--- src/rtl/fis_pkg.sv ---
package fis_pkg;
  localparam int unsigned NST       = 5;
  localparam int unsigned ST_RX_OVR = 0;
  localparam int unsigned ST_TX_ROOM = 1;
  localparam int unsigned ST_RX_THR = 2;
  localparam int unsigned ST_TX_UNF = 3;
  localparam int unsigned ST_RX_NE  = 4;

  typedef enum logic [2:0] {
    SEL_STATUS = 3'd0,
    SEL_IRQ_ON = 3'd1,
    SEL_IRQ_OFF = 3'd2,
    SEL_MASK   = 3'd3,
    SEL_TX_WM  = 3'd4,
    SEL_RX_WM  = 3'd5
  } reg_sel_e;
endpackage

--- src/rtl/fis_set_clr.sv ---
// Bank of set/clear flops, set has priority.
module fis_set_clr #(
  parameter int unsigned N = 5
) (
  input  logic         clk_i,
  input  logic         rst_ni,
  input  logic [N-1:0] set_i,
  input  logic [N-1:0] clr_i,
  output logic [N-1:0] q_o
);
  always_ff @(posedge clk_i or negedge rst_ni) begin
    if (!rst_ni) q_o <= '0;
    else         q_o <= (q_o & ~clr_i) | set_i;
  end
endmodule

--- src/rtl/fis_wm_reg.sv ---
module fis_wm_reg #(
  parameter int unsigned DW     = 8,
  parameter int unsigned WM_MAX = 63,
  localparam int unsigned WM_W  = $clog2(WM_MAX + 1)
) (
  input  logic            clk_i,
  input  logic            rst_ni,
  input  logic            abort_i,
  input  logic            wr_i,
  input  logic [DW-1:0]   data_i,
  output logic [WM_W-1:0] wm_o
);
  logic legal;
  assign legal = (data_i != '0) && (data_i <= DW'(WM_MAX));

  always_ff @(posedge clk_i or negedge rst_ni) begin
    if (!rst_ni)             wm_o <= WM_W'(1);
    else if (abort_i)        wm_o <= WM_W'(1);
    else if (wr_i && legal)  wm_o <= data_i[WM_W-1:0];
  end
endmodule

--- src/rtl/fifo_irq_status.sv ---
module fifo_irq_status
  import fis_pkg::*;
#(
  parameter int unsigned DW     = 8,
  parameter int unsigned LVL_W  = 7,
  parameter int unsigned WM_MAX = 63,
  localparam int unsigned WM_W  = $clog2(WM_MAX + 1)
) (
  input  logic             clk_i,
  input  logic             rst_ni,
  input  logic [LVL_W-1:0] tx_level_i,
  input  logic [LVL_W-1:0] rx_level_i,
  input  logic             rx_drop_i,
  input  logic             tx_starve_i,
  input  logic             abort_i,
  input  logic             wr_en_i,
  input  logic [2:0]       wr_sel_i,
  input  logic [DW-1:0]    wr_data_i,
  input  logic [2:0]       rd_sel_i,
  output logic [DW-1:0]    rd_data_o,
  output logic             irq_o
);
  logic [1:0][WM_W-1:0] wm_q;
  logic [WM_W-1:0]      tx_wm_q, rx_wm_q;
  logic [NST-1:0]       sticky_set, sticky_clr, sticky_q;
  logic [NST-1:0]       mask_set, mask_clr, mask_q;
  logic [NST-1:0]       status;
  logic [NST-1:0]       wdat;

  assign wdat = wr_data_i[NST-1:0];

  // index 0: TX watermark, index 1: RX watermark
  for (genvar g = 0; g < 2; g++) begin : g_wm
    fis_wm_reg #(.DW(DW), .WM_MAX(WM_MAX)) u_wm (
      .clk_i  (clk_i),
      .rst_ni (rst_ni),
      .abort_i(abort_i),
      .wr_i   (wr_en_i && (wr_sel_i == 3'(SEL_TX_WM + g))),
      .data_i (wr_data_i),
      .wm_o   (wm_q[g])
    );
  end
  assign tx_wm_q = wm_q[0];
  assign rx_wm_q = wm_q[1];

  always_comb begin
    sticky_set = '0;
    sticky_set[ST_RX_OVR] = rx_drop_i;
    sticky_set[ST_TX_UNF] = tx_starve_i;
    sticky_clr = '0;
    if (wr_en_i && wr_sel_i == SEL_STATUS) begin
      sticky_clr[ST_RX_OVR] = wdat[ST_RX_OVR];
      sticky_clr[ST_TX_UNF] = wdat[ST_TX_UNF];
    end
  end

  fis_set_clr #(.N(NST)) u_sticky (
    .clk_i (clk_i),
    .rst_ni(rst_ni),
    .set_i (sticky_set),
    .clr_i (sticky_clr),
    .q_o   (sticky_q)
  );

  assign mask_set = (wr_en_i && wr_sel_i == SEL_IRQ_ON)  ? wdat : '0;
  assign mask_clr = (wr_en_i && wr_sel_i == SEL_IRQ_OFF) ? wdat : '0;

  fis_set_clr #(.N(NST)) u_mask (
    .clk_i (clk_i),
    .rst_ni(rst_ni),
    .set_i (mask_set),
    .clr_i (mask_clr),
    .q_o   (mask_q)
  );

  always_comb begin
    status = '0;
    status[ST_RX_OVR]  = sticky_q[ST_RX_OVR];
    status[ST_TX_UNF]  = sticky_q[ST_TX_UNF];
    status[ST_TX_ROOM] = tx_level_i < LVL_W'(tx_wm_q);
    status[ST_RX_THR]  = rx_level_i >= LVL_W'(rx_wm_q);
    status[ST_RX_NE]   = rx_level_i != '0;
  end

  assign irq_o = |(status & mask_q);

  always_comb begin
    case (rd_sel_i)
      SEL_STATUS:                       rd_data_o = DW'(status);
      SEL_IRQ_ON, SEL_IRQ_OFF, SEL_MASK: rd_data_o = DW'(mask_q);
      SEL_TX_WM:                        rd_data_o = DW'(tx_wm_q);
      SEL_RX_WM:                        rd_data_o = DW'(rx_wm_q);
      default:                          rd_data_o = '0;
    endcase
  end
endmodule

--- config.mk ---
export PLATFORM = sky130hd
export DESIGN_NAME = fifo_irq_status
export DESIGN_NICKNAME = d
export VERILOG_FILES = /design/src/rtl/fis_pkg.sv /design/src/rtl/fis_set_clr.sv /design/src/rtl/fis_wm_reg.sv /design/src/rtl/fifo_irq_status.sv
export SDC_FILE = /design/constraint.sdc
export NUM_CORES = 1
export LEC_CHECK = 0
export CORE_MARGIN = 2
export CORE_UTILIZATION = 62
export CTS_CLUSTER_DIAMETER = 100
export DETAILED_ROUTE_END_ITERATION = 10
export DONT_BUFFER_PORTS = 1
export GPL_TIMING_DRIVEN = 1
export PLACE_DENSITY = 0.75
export SYNTH_ARGS = -nofsm -noshare
export SYNTH_HDL_FRONTEND = slang
export SYNTH_SLANG_ARGS = --single-unit
--- constraint.sdc ---
create_clock -name clk_i -period 1.95 [get_ports clk_i]
set_input_delay 0.0975 -clock clk_i [delete_from_list [all_inputs] [get_ports clk_i]]
set_output_delay 0.0975 -clock clk_i [all_outputs]
set_load 0.01 [all_outputs]
After elaboration in Yosys (flattened, before gate mapping)
Cells that the tools add are included.
{"block": "word_totals", "inputBits": 34, "elab_cells": 48, "ff_bits": 22}
{"block": "op_classes", "bitwise_logic": 7, "reduce_logical": 16, "eq_ne": 9, "n_mux": 9, "order_cmp": 3}
{"op": "2-to-1 mux 6 bit", "n": 4}
{"op": "case mux 6 bit (4 select lines)", "n": 1}
{"op": "AND 5 bit", "n": 3}
{"op": "equality test 3 bit (second input constant)", "n": 4}
{"op": "2-to-1 mux 5 bit", "n": 2}
{"op": "equality test 3 x 2 -> 1 bit (second input constant)", "n": 3}
{"op": "<= comparator 8 x 6 -> 1 bit (second input constant)", "n": 1}
{"op": "logical AND 1 bit", "n": 8}
{"op": "nonzero test 8 bit", "n": 1}
{"op": ">= comparator 7 x 6 -> 1 bit", "n": 1}
{"op": "< comparator 7 x 6 -> 1 bit", "n": 1}
{"op": "nonzero test 7 bit", "n": 1}
{"op": "equality test 3 x 1 -> 1 bit (second input constant)", "n": 2}
{"op": "zero test 3 bit", "n": 2}
{"op": "inverter 4 -> 5 bit", "n": 1}
{"op": "inverter 5 bit", "n": 1}
{"op": "bitwise OR 5 x 4 -> 5 bit", "n": 1}
{"op": "bitwise OR 5 bit", "n": 1}
{"op": "OR reduction 5 bit", "n": 1}
{"op": "nonzero test 2 bit", "n": 2}
{"op": "OR reduction 3 bit", "n": 1}
{"op": "2-to-1 mux 1 bit", "n": 2}

Logic depth before layout (Yosys ltp)
Gate-level depths: netlist of run 1.
{"block": "depth", "word_depth": 6, "mapped_depth": 6, "mapped_depth_nobuf": 6}

Cells and area by module
A second synthesis of run 1 with hierarchy kept.
{"block": "unflattened", "cells_unflattened": 179, "area_unflattened_um2": 1606.5}
{"mod": "fifo_irq_status", "cells_each": 95, "seq_area_each_um2": 0.0, "n_inst": 1, "area_each_um2": 630.6}
{"mod": "fis_wm_reg", "cells_each": 27, "seq_area_each_um2": 151.4, "n_inst": 2, "area_each_um2": 306.5}
{"mod": "fis_set_clr", "cells_each": 15, "seq_area_each_um2": 125.1, "n_inst": 2, "area_each_um2": 181.4}

Least setup slack after synthesis of run 1
Ideal clock, no wire load.
{"block": "synth_path", "path_type": "register -> output", "from": "register g_wm[1].u_wm.wm_o[4]", "to": "output irq_o", "path_buffers": 0, "arrival_ns": 1.464, "stages_incl_launch_ff": 7, "t_required_ns": 1.852, "setup_slack_ns": 0.389, "path_cell_list": "dfrtp_1 -> inv_1 -> ha_1 -> a21o_1 -> a211o_1 -> a41oi_1 -> o221ai_1"}
{"block": "synth_between", "elab_chain_cells": 3}
{"element": "from (decl)", "line": "fis_wm_reg.sv:11", "text": "output logic [WM_W-1:0] wm_o"}
{"element": "from (signal assigned)", "line": "fis_wm_reg.sv:19", "text": "else if (wr_i && legal) wm_o <= data_i[WM_W-1:0];"}
{"element": ">= comparator 7 x 6 -> 1 bit", "line": "fifo_irq_status.sv:81", "text": "status[ST_RX_THR] = rx_level_i >= LVL_W'(rx_wm_q);"}
{"element": "AND 5 bit", "line": "fifo_irq_status.sv:85", "text": "assign irq_o = |(status & mask_q);"}
{"element": "OR reduction 5 bit", "line": "fifo_irq_status.sv:85"}
{"element": "to (decl)", "line": "fifo_irq_status.sv:21", "text": "output logic irq_o"}
Every way passes these cells.

Worst setup path after layout of run 1
Ends and elaborated chain as after synthesis.

==> results of run 1 <==
==> repair_timing <==
action | CTS | global route
endpoints found under the hold margin | 38 | 0
pin swaps | 1 | 4
resized for setup | 4 | 6
hold buffers | 13 | 0
endpoints found under the setup margin | 3 | 3
setup buffers | 0 | 2
==> power by group <==
group,internal (uW),switching [uW],total (uW)
logic,60.3,75.8,136
registers,401,8.38,409
clock network,79.7,118,197
==> layer usage <==
metal	GRT usage (%)	part of all wire (%)	wire, um	vias to the layer above
li1	-	-	-	579
met2	56.14	52	1867	57
met5	0	0	0	-
met4	10.65	2.0	72	0
met1	37.06	40	1458	594
met3	4.762	5.8	211	8
==> area by class of cell <==
type	count	area, um^2
multi-input cells	111	795.8
flip-flops and latches	19	478.0
fillers	138	435.4
repair buffers	15	145.1
inverters	18	67.56
well taps	27	33.78
clock buffers	4	26.28
==> flip-flops by register name, summed over array words and instances, names as in the netlist <==
register and flops:
g_wm.u_wm.wm_o 12, u_sticky.q_o 2, u_mask.q_o 5
==> cells by family after synthesis <==
family                     after synthesis
and+or+nand+nor                         42
other                                    1
muxes                                    1
AOI/OAI and AO/OA                       55
adders and majority gates               11
DFF                                     19
buffers and inverters                   22
==> path summary, 6_finish.rpt <==
path | startpoint | endpoint | cells after the start
max | g_wm[1].u_wm.wm_o[4] | irq_o | 6
min | wr_data_i[3] | u_mask.q_o[3] | 3
max reg2reg | u_mask.q_o[1] | u_mask.q_o[1] | 3
min reg2reg | g_wm[1].u_wm.wm_o[0] | g_wm[1].u_wm.wm_o[0] | 2
max in group asynchronous | rst_ni | g_wm[0].u_wm.wm_o[3] | 1
min in group asynchronous | rst_ni | u_mask.q_o[4] | 1
==> layout by cell type, fill, tap and decap left out, types with 5 or more instances in the layout <==
cell type	netlist	routed
inv_1	18	17
nand2_1	17	17
dfrtp_1	17	17
a21oi_1	13	13
dlygate4sd3_1	0	13
nor2_1	10	10
a22o_1	10	10
ha_1	11	10
o21ai_0	12	8
a22oi_1	7	7
a21o_1	5	5
==> stage by stage <==
stage / instances / hold WS (ns)
after floorplan: 152 / -0.1981
after global placement: 175 / -0.1978
after detailed placement: 175 / -0.1979
after CTS: 192 / 0.007571
after global routing: 194 / 0.03383
final: 194 / 0.02524
==> critical path, delay by kind of cell, from the launching register on <==
family	cells	cell delay [ns]
buffers and inverters	1	0.07
adder cells (fa/ha/maj)	1	0.19
AO/OA/AOI/OAI	4	0.82
flip-flops	1	0.40
==> flow_summary.ini, run 1 <==
[outcome]
run_status = finished, final reports clean

[timing]
setup_violations = 0
post-route-period-util_pct = 96.62
maxSlewViolCount = 0
clock_skew_ns = 0
setup_slack_ns = 0.06585
tns_ns = 0
hold_viol_final = 0
fmax_mhz = 530.7
worst_pin_slew_ns = 0.8296
rsz0062_at_grt = true
period_needed_ns = 1.884
slew_headroom_pct = 44.51

[route]
ant_nets = 0
initialDrtViolationCount = 17
vias_per_cell = 6.381
dr.pass1.iters = 4
via_count = 1238
drc = 0
routedWlPerCell_um = 18.61
wl_mm = 3.610

[grt]
grt.overflow.total = 0
antenna_found_initial = 0
grt_max_degree = 20
grt_usage_pct = 31.03
grt_pass1_wl_mm = 5.823
grt_pass1_vias = 1282

[floorplanning]
initial_core_util_pct = 66.92
pin_count = 43
die_x_um = 50.25
design.core.area_um2 = 1982
dieHeight_um = 50.25
fp-row-count = 16
die_area_um2 = 2525

[placed_design]
dpl-instance-area_um2 = 1340
place_ws_ns = 0.2569
place.gp.congestion = 0.8275
dpl.hpwl_mm = 2.455
numPortBuffers = 0

[yosys]
synth_edf_count = 0
muxShareOfSynthArea_pct = 0.7547
avgSynthCellArea_um2 = 8.783
synth_area_um2 = 1326
synth_common_cells = inv_1 (18), dfrtp_1 (17), nand2_1 (17)
yosys.area_share.simple_pct = 16.79
synth_top_family_by_area = compound AO/OA/AOI/OAI gates
synth-async-reset-ratio_pct = 100.0
synth.largest_area_cell = dfrtp_1
yosysSeqAreaShare_pct = 36.04
ys_warn_count = 0
synth_cell_types = 33
synthAdderAreaFrac_pct = 10.38
ys_ff_latch = 19
synth-xor-area-share_pct = 0
yosysMostFrequentCell = inv_1
synth_area_leaders = dfrtp_1 (32%), ha_1 (10%), a22o_1 (6.6%), inv_1 (5.1%), a21oi_1 (4.9%)
synth_ff_type = dfrtp_1
synth_compound_gate_area_share_pct = 28.87
synthCells = 151
synth_top_area_share_pct = 32.08

[critical_path]
arrival_ns = 1.79
worst_path_max_delay_cell = dfrtp_1
rrSetupSlack_ns = 0.64
start_kind = flop
max_stage_delay_ns = 0.40
timing.critical_path.required_ns = 1.85
worstSetupPathType = reg2out
path_cells = inv_2 -> ha_4 -> a21o_1 -> a211o_1 -> a41oi_2 -> o221ai_2
path_max_fanout = 2
cp-end-kind = primary output

[final_layout]
post-route-util_pct = 78.03
fin_nets = 213
num_antenna_cells = 0
fin_area_um2 = 1546
areaGrowthSynthToFinish_pct = 16.60
drive_gt1_share_pct = 11.38

[clock_tree]
htreeDepth = 1
clock_sinks = 19
clkTransAtPathRegs_ns = 0.11
cts_buffers = 3
clkLatencyLatePin_ns = 0.29
cts_tree = yes
cts_buffer_depth = 2
cts-root-buf = clkbuf_4

[power]
leakagePower_uw = 0.0006437
power_density_nw_per_um2 = 480.4
peakVddDrop_v = 0.0005309
finalPower_uw = 742.9

[flow_run]
max-cap-violations = 0

[min_path]
hp-class = in2reg
(Power assumes the default switching activity.)
==> inputs of run 2 (changes only) <==
- CORE_MARGIN: 2 -> 5
- CORE_UTILIZATION: 62 -> 63
- PLACE_DENSITY: 0.75 -> 0.79
- SYNTH_HIERARCHICAL: unset -> 1
==> run 2 against run 1 <==
Compared with the run above:
- core utilization fell by 3.5 points
- combinational power rose by 18%
- clock skew stayed put
- worst setup slack improved by 0.0056 ns
- die area up 37%
- routed wire length up 2.0%
- design area is 7.7% higher
- first-iteration DRC count rose to 4.5 times the previous value
- hold slack worse by 0.016 ns
- global-route usage decreased by 8.2 points
- via count grew 3.7%
==> flow_summary.ini, run 2 <==
[clock_tree]
htreeDepth = 1
clkTransAtPathRegs_ns = 0.10
cts_tree = yes
clkLatencyLatePin_ns = 0.29
cts-root-buf = clkbuf_4
cts_buffers = 3
clock_sinks = 19
cts_buffer_depth = 2

[flow_run]
max-cap-violations = 0

[final_layout]
fillers = 177
num_antenna_cells = 0
areaGrowthSynthToFinish_pct = 11.19
fin_nets = 229
fin_area_um2 = 1665
final_cell_mix = inv_1 (19), dfrtp_1 (16), mux2i_1 (13)
top_regs = g_wm.u_wm/wm_o (12), u_mask/q_o (5), u_sticky/q_o (2)
drive_gt1_share_pct = 11.48
post-route-util_pct = 74.57
largest_register = g_wm.u_wm/wm_o
largest_reg_flops = 12
layout_commonest_cell = inv_1

[grt]
antenna_found_initial = 0
grt_pass1_wl_mm = 6.023
grt_max_degree = 20
grt_usage_pct = 22.82
grt_pass1_vias = 1308
grt.overflow.total = 0

[min_path]
hp-class = in2reg
min-delay-start = wr_data_i[3]
min_path_cells = 2
hold_path_end = u_mask/q_o[3]

[timing]
slew_headroom_pct = 43.92
worst_pin_slew_ns = 0.8384
tns_ns = 0
fmax_mhz = 532.3
setup_violations = 0
holdWs_ns = 0.009482
maxSlewViolCount = 0
hold_viol_final = 0
period_needed_ns = 1.879
post-route-period-util_pct = 96.34
clock_skew_ns = 0

[power]
power_density_nw_per_um2 = 481.1
peakVddDrop_v = 0.0004565
leakagePower_uw = 0.0006543

[yosys]
synth_area_um2 = 1498
ys_warn_count = 6
avgSynthCellArea_um2 = 8.810
synthCells = 170

[outcome]
run_status = finished, final reports clean

[critical_path]
cp-end-kind = primary output
r2r_start = g_wm[1].u_wm/wm_o[4]
critPathTopFamily = compound AO/OA/AOI/OAI gates
reg2reg_to = g_wm[1].u_wm/wm_o[4]
worstSetupPathType = reg2out
cp_num_buf_inv = 1
start_kind = flop
max_stage_delay_ns = 0.36
path_depth = 6
timing.critical_path.required_ns = 1.85
path_max_fanout = 2
arrival_ns = 1.78
worst_path_max_delay_cell = dfrtp_1
rrSetupSlack_ns = 0.95
critPathLaunch = g_wm[0].u_wm/wm_o[4]
r2r_cells = 4
path_cells = inv_1 -> ha_1 -> a21o_1 -> a211oi_2 -> o21ai_1 -> o221ai_2

[route]
dr.pass1.iters = 4
vias_per_cell = 6.085
initialDrtViolationCount = 77
drc = 0
via_count = 1284
wl_mm = 3.684
ant_nets = 0
routedWlPerCell_um = 17.46

[placed_design]
dpl.hpwl_mm = 2.831
place.gp.congestion = 0.9037
numPortBuffers = 0
dpl-instance-area_um2 = 1516

[floorplanning]
design.core.area_um2 = 2233
dieHeight_um = 58.76
die_x_um = 58.76
initial_core_util_pct = 67.06
fp-row-count = 17
die_area_um2 = 3452
pin_count = 43
run 2: area by class of cell:
| cell class | count | area, um^2 | share of cell area [%] |
|---|---|---|---|
| tap | 28 | 35.03 | 2.104 |
| clock buffer | 4 | 26.28 | 1.578 |
| inverter | 20 | 75.07 | 4.508 |
| timing repair buffer | 11 | 100.1 | 6.011 |
| sequential | 19 | 479.2 | 28.78 |
| multi-input combinational | 129 | 949.7 | 57.02 |
run 2: worst register-to-register path: stages, from the launching register on:
cell and delay [ns]:
dfrtp_1 0.42, buf_4 0.14, buf_4 0.13, mux2i_1 0.12
a21oi_1 0.08
run 2: per-layer routing:
| layer | track usage [%] | vias to the layer above | routed length (um) |
|---|---|---|---|
| met5 | 0 | - | 0 |
| met3 | 4.605 | 4 | 377 |
| met4 | 7.120 | 0 | 40 |
| li1 | - | 632 | - |
| met2 | 35.96 | 57 | 1768 |
| met1 | 31.38 | 591 | 1497 |
run 2: what timing repair did:
action	CTS	global route
hold buffers	6	1
resized for setup	2	6
setup endpoints to repair	3	3
pin swaps	1	3
hold endpoints to repair	34	1
setup buffers	1	3
run 2: worst max path at each step:
| stage | endpoint | slack [ns] |
|---|---|---|
| floorplan | irq_o | 0.39 |
| global placement | rd_data_o[1] | 0.27 |
| detailed placement | rd_data_o[1] | 0.19 |
| CTS | rd_data_o[1] | -0.009 |
| global route | irq_o | -0.007 |
| finish | irq_o | 0.07 |
run 2: power breakdown:
group | internal [uW] | switching (uW)
clock network | 79.5 | 116
logic | 76.0 | 85.1
registers | 420 | 24.7
run 2: metrics by stage:
step / setup WS, ns / instances / power, uW
final: 0.07141 / 211 / 801.1
after global routing: -0.007177 / 211 / 854.7
after CTS: -0.009396 / 207 / 799.6
after detailed placement: 0.1890 / 196 / 584.1
after global placement: 0.2670 / 196 / 574.6
after floorplan: 0.3899 / 171 / 560.2
==> inputs of run 3 (changes only) <==
==> constraint.sdc (replaced) <==
create_clock -name clk_i -period 1.95 [get_ports clk_i]
set_input_delay 0.0975 -clock clk_i [delete_from_list [all_inputs] [get_ports clk_i]]
set_output_delay 0.0975 -clock clk_i [all_outputs]
set_load 0.1 [all_outputs]
==> run 3 against run 2 <==
Compared with the run above:
- the flow now finishes with violations (negative setup slack)
- sequential power about the same
- count of clock-buffer cells in the layout is the same
- maximum frequency down 12%
- first-iteration DRC count fell by 31%
- via count is 9.9% higher
- worst setup slack worse by 0.26 ns
- clock power grew 3%
- clock skew stayed put
- combinational power increased by 140%
==> flow_summary.ini, run 3 (synthesis gave the netlist of run 2 again) <==
[route]
ant_nets = 0
routedWlPerCell_um = 19.04
drc = 0
vias_per_cell = 6.299
dr.pass1.iters = 4
wl_mm = 4.265
initialDrtViolationCount = 53
via_count = 1411

[clock_tree]
cts-root-buf = clkbuf_4
cts_tree = yes
htreeDepth = 1
clkTransAtPathRegs_ns = 0.11
clock_sinks = 19
cts_buffers = 3
clkLatencyLatePin_ns = 0.30
cts_buffer_depth = 2

[floorplanning]
initial_core_util_pct = 67.06
dieHeight_um = 58.76
die_x_um = 58.76
design.core.area_um2 = 2233
fp-row-count = 17
die_area_um2 = 3452
pin_count = 43

[timing]
worst_pin_slew_ns = 0.8422
slew_headroom_pct = 43.67
period_needed_ns = 2.139
hold_viol_final = 0
setup_slack_ns = -0.1891
holdWs_ns = 0.01330
post-route-period-util_pct = 109.7
clock_skew_ns = 0
setup_violations = 3
fmax_mhz = 467.5
maxSlewViolCount = 0
rsz0062_at_grt = true

[final_layout]
final_cell_mix = inv_1 (17), dfrtp_1 (17), mux2i_1 (13)
post-route-util_pct = 84.65
fin_nets = 242
drive_gt1_share_pct = 21.43
largest_reg_flops = 12
top_regs = g_wm.u_wm/wm_o (12), u_mask/q_o (5), u_sticky/q_o (2)
fin_area_um2 = 1891
num_antenna_cells = 0
largest_register = g_wm.u_wm/wm_o
areaGrowthSynthToFinish_pct = 26.23

[critical_path]
worst_path_max_delay_cell = dfstp_2
cp-end-kind = primary output
critPathTopFamily = flip-flops
timing.critical_path.required_ns = 1.85
arrival_ns = 2.04
path_cells = ha_1 -> nor2b_1 -> o21ai_1 -> a41oi_4 -> o221ai_4 -> buf_12
cp_num_buf_inv = 1
start_kind = flop
path_max_fanout = 4
max_stage_delay_ns = 0.59
worstSetupPathType = reg2out

[min_path]
hp-class = in2reg

[grt]
antenna_found_initial = 0
grt_pass1_wl_mm = 7.051
grt_pass1_vias = 1504
grt_max_degree = 20
grt_usage_pct = 26.33
grt.overflow.total = 0

[placed_design]
numPortBuffers = 0
dpl.hpwl_mm = 3.008
dpl-instance-area_um2 = 1654
place.gp.congestion = 0.8538

[flow_run]
max-cap-violations = 0

[power]
leakagePower_uw = 0.0007512
peakVddDrop_v = 0.0004436
power_density_nw_per_um2 = 547.1

[outcome]
failed_checks = negative setup slack
run_status = finished with violations
-- run 3: worst paths after layout --
check / from / end / slack [ns] / cells after the start
worst max-delay path: g_wm[1].u_wm/wm_o[0] / irq_o / -0.19 / 6
worst min-delay path: wr_data_i[0] / g_wm[1].u_wm/wm_o[2] / 0.01 / 3
worst max register to register: g_wm[0].u_wm/wm_o[2] / g_wm[0].u_wm/wm_o[2] / 0.49 / 4
worst min register to register: u_mask/q_o[3] / u_mask/q_o[3] / 0.53 / 1
max in group asynchronous: rst_ni / g_wm[1].u_wm/wm_o[1] / 1.10 / 1
min in group asynchronous: rst_ni / g_wm[0].u_wm/wm_o[1] / 0.34 / 1
-- run 3: report_power, final --
part	internal, uW	switching (uW)	leakage (uW)
combinational	137	251	0.000498
clock	79.7	121	0.0000150
sequential	420	25.1	0.000238
-- run 3: through the flow --
step / setup slack [ns] / cells / total power, uW / setup TNS (ns)
after CTS: -0.2017 / 222 / 1030 / -0.3612
after floorplan: -0.2139 / 171 / 717.0 / -0.2139
final: -0.1891 / 224 / 1034 / -0.4854
after global placement: 0.07266 / 204 / 778.8 / 0
after global routing: -0.2819 / 224 / 1081 / -0.7074
after detailed placement: 0.02641 / 204 / 791.7 / 0
-- run 3: routing by layer --
| metal | global-route usage, % | routed length [um] |
|---|---|---|
| met5 | 0 | 0 |
| met4 | 9.709 | 76 |
| met3 | 4.167 | 363 |
| met2 | 43.85 | 2109 |
| met1 | 34.24 | 1716 |
-- run 3: repair_timing --
action / 4_1_cts / 5_1_grt
pin swaps: 10 / 1
setup endpoints to repair: 3 / 3
hold buffers: 9 / 0
resized for setup: 12 / 1
hold endpoints to repair: 37 / 0
setup buffers: 5 / 2
-- run 3: layout make-up --
type	count	area, um^2
fillers	136	342.8
inverters	20	75.07
well taps	28	35.03
repair buffers	24	244.0
clock buffers	4	26.28
multi-input cells	129	1032
flip-flops and latches	19	478.0
-- run 3: worst reg2reg max path: cells and delay by family, from the launching register on --
kind / cells / cell delay, ns
buffers and inverters: 2 / 0.73
AO/OA/AOI/OAI: 1 / 0.08
multiplexers: 1 / 0.12
flip-flops: 1 / 0.42
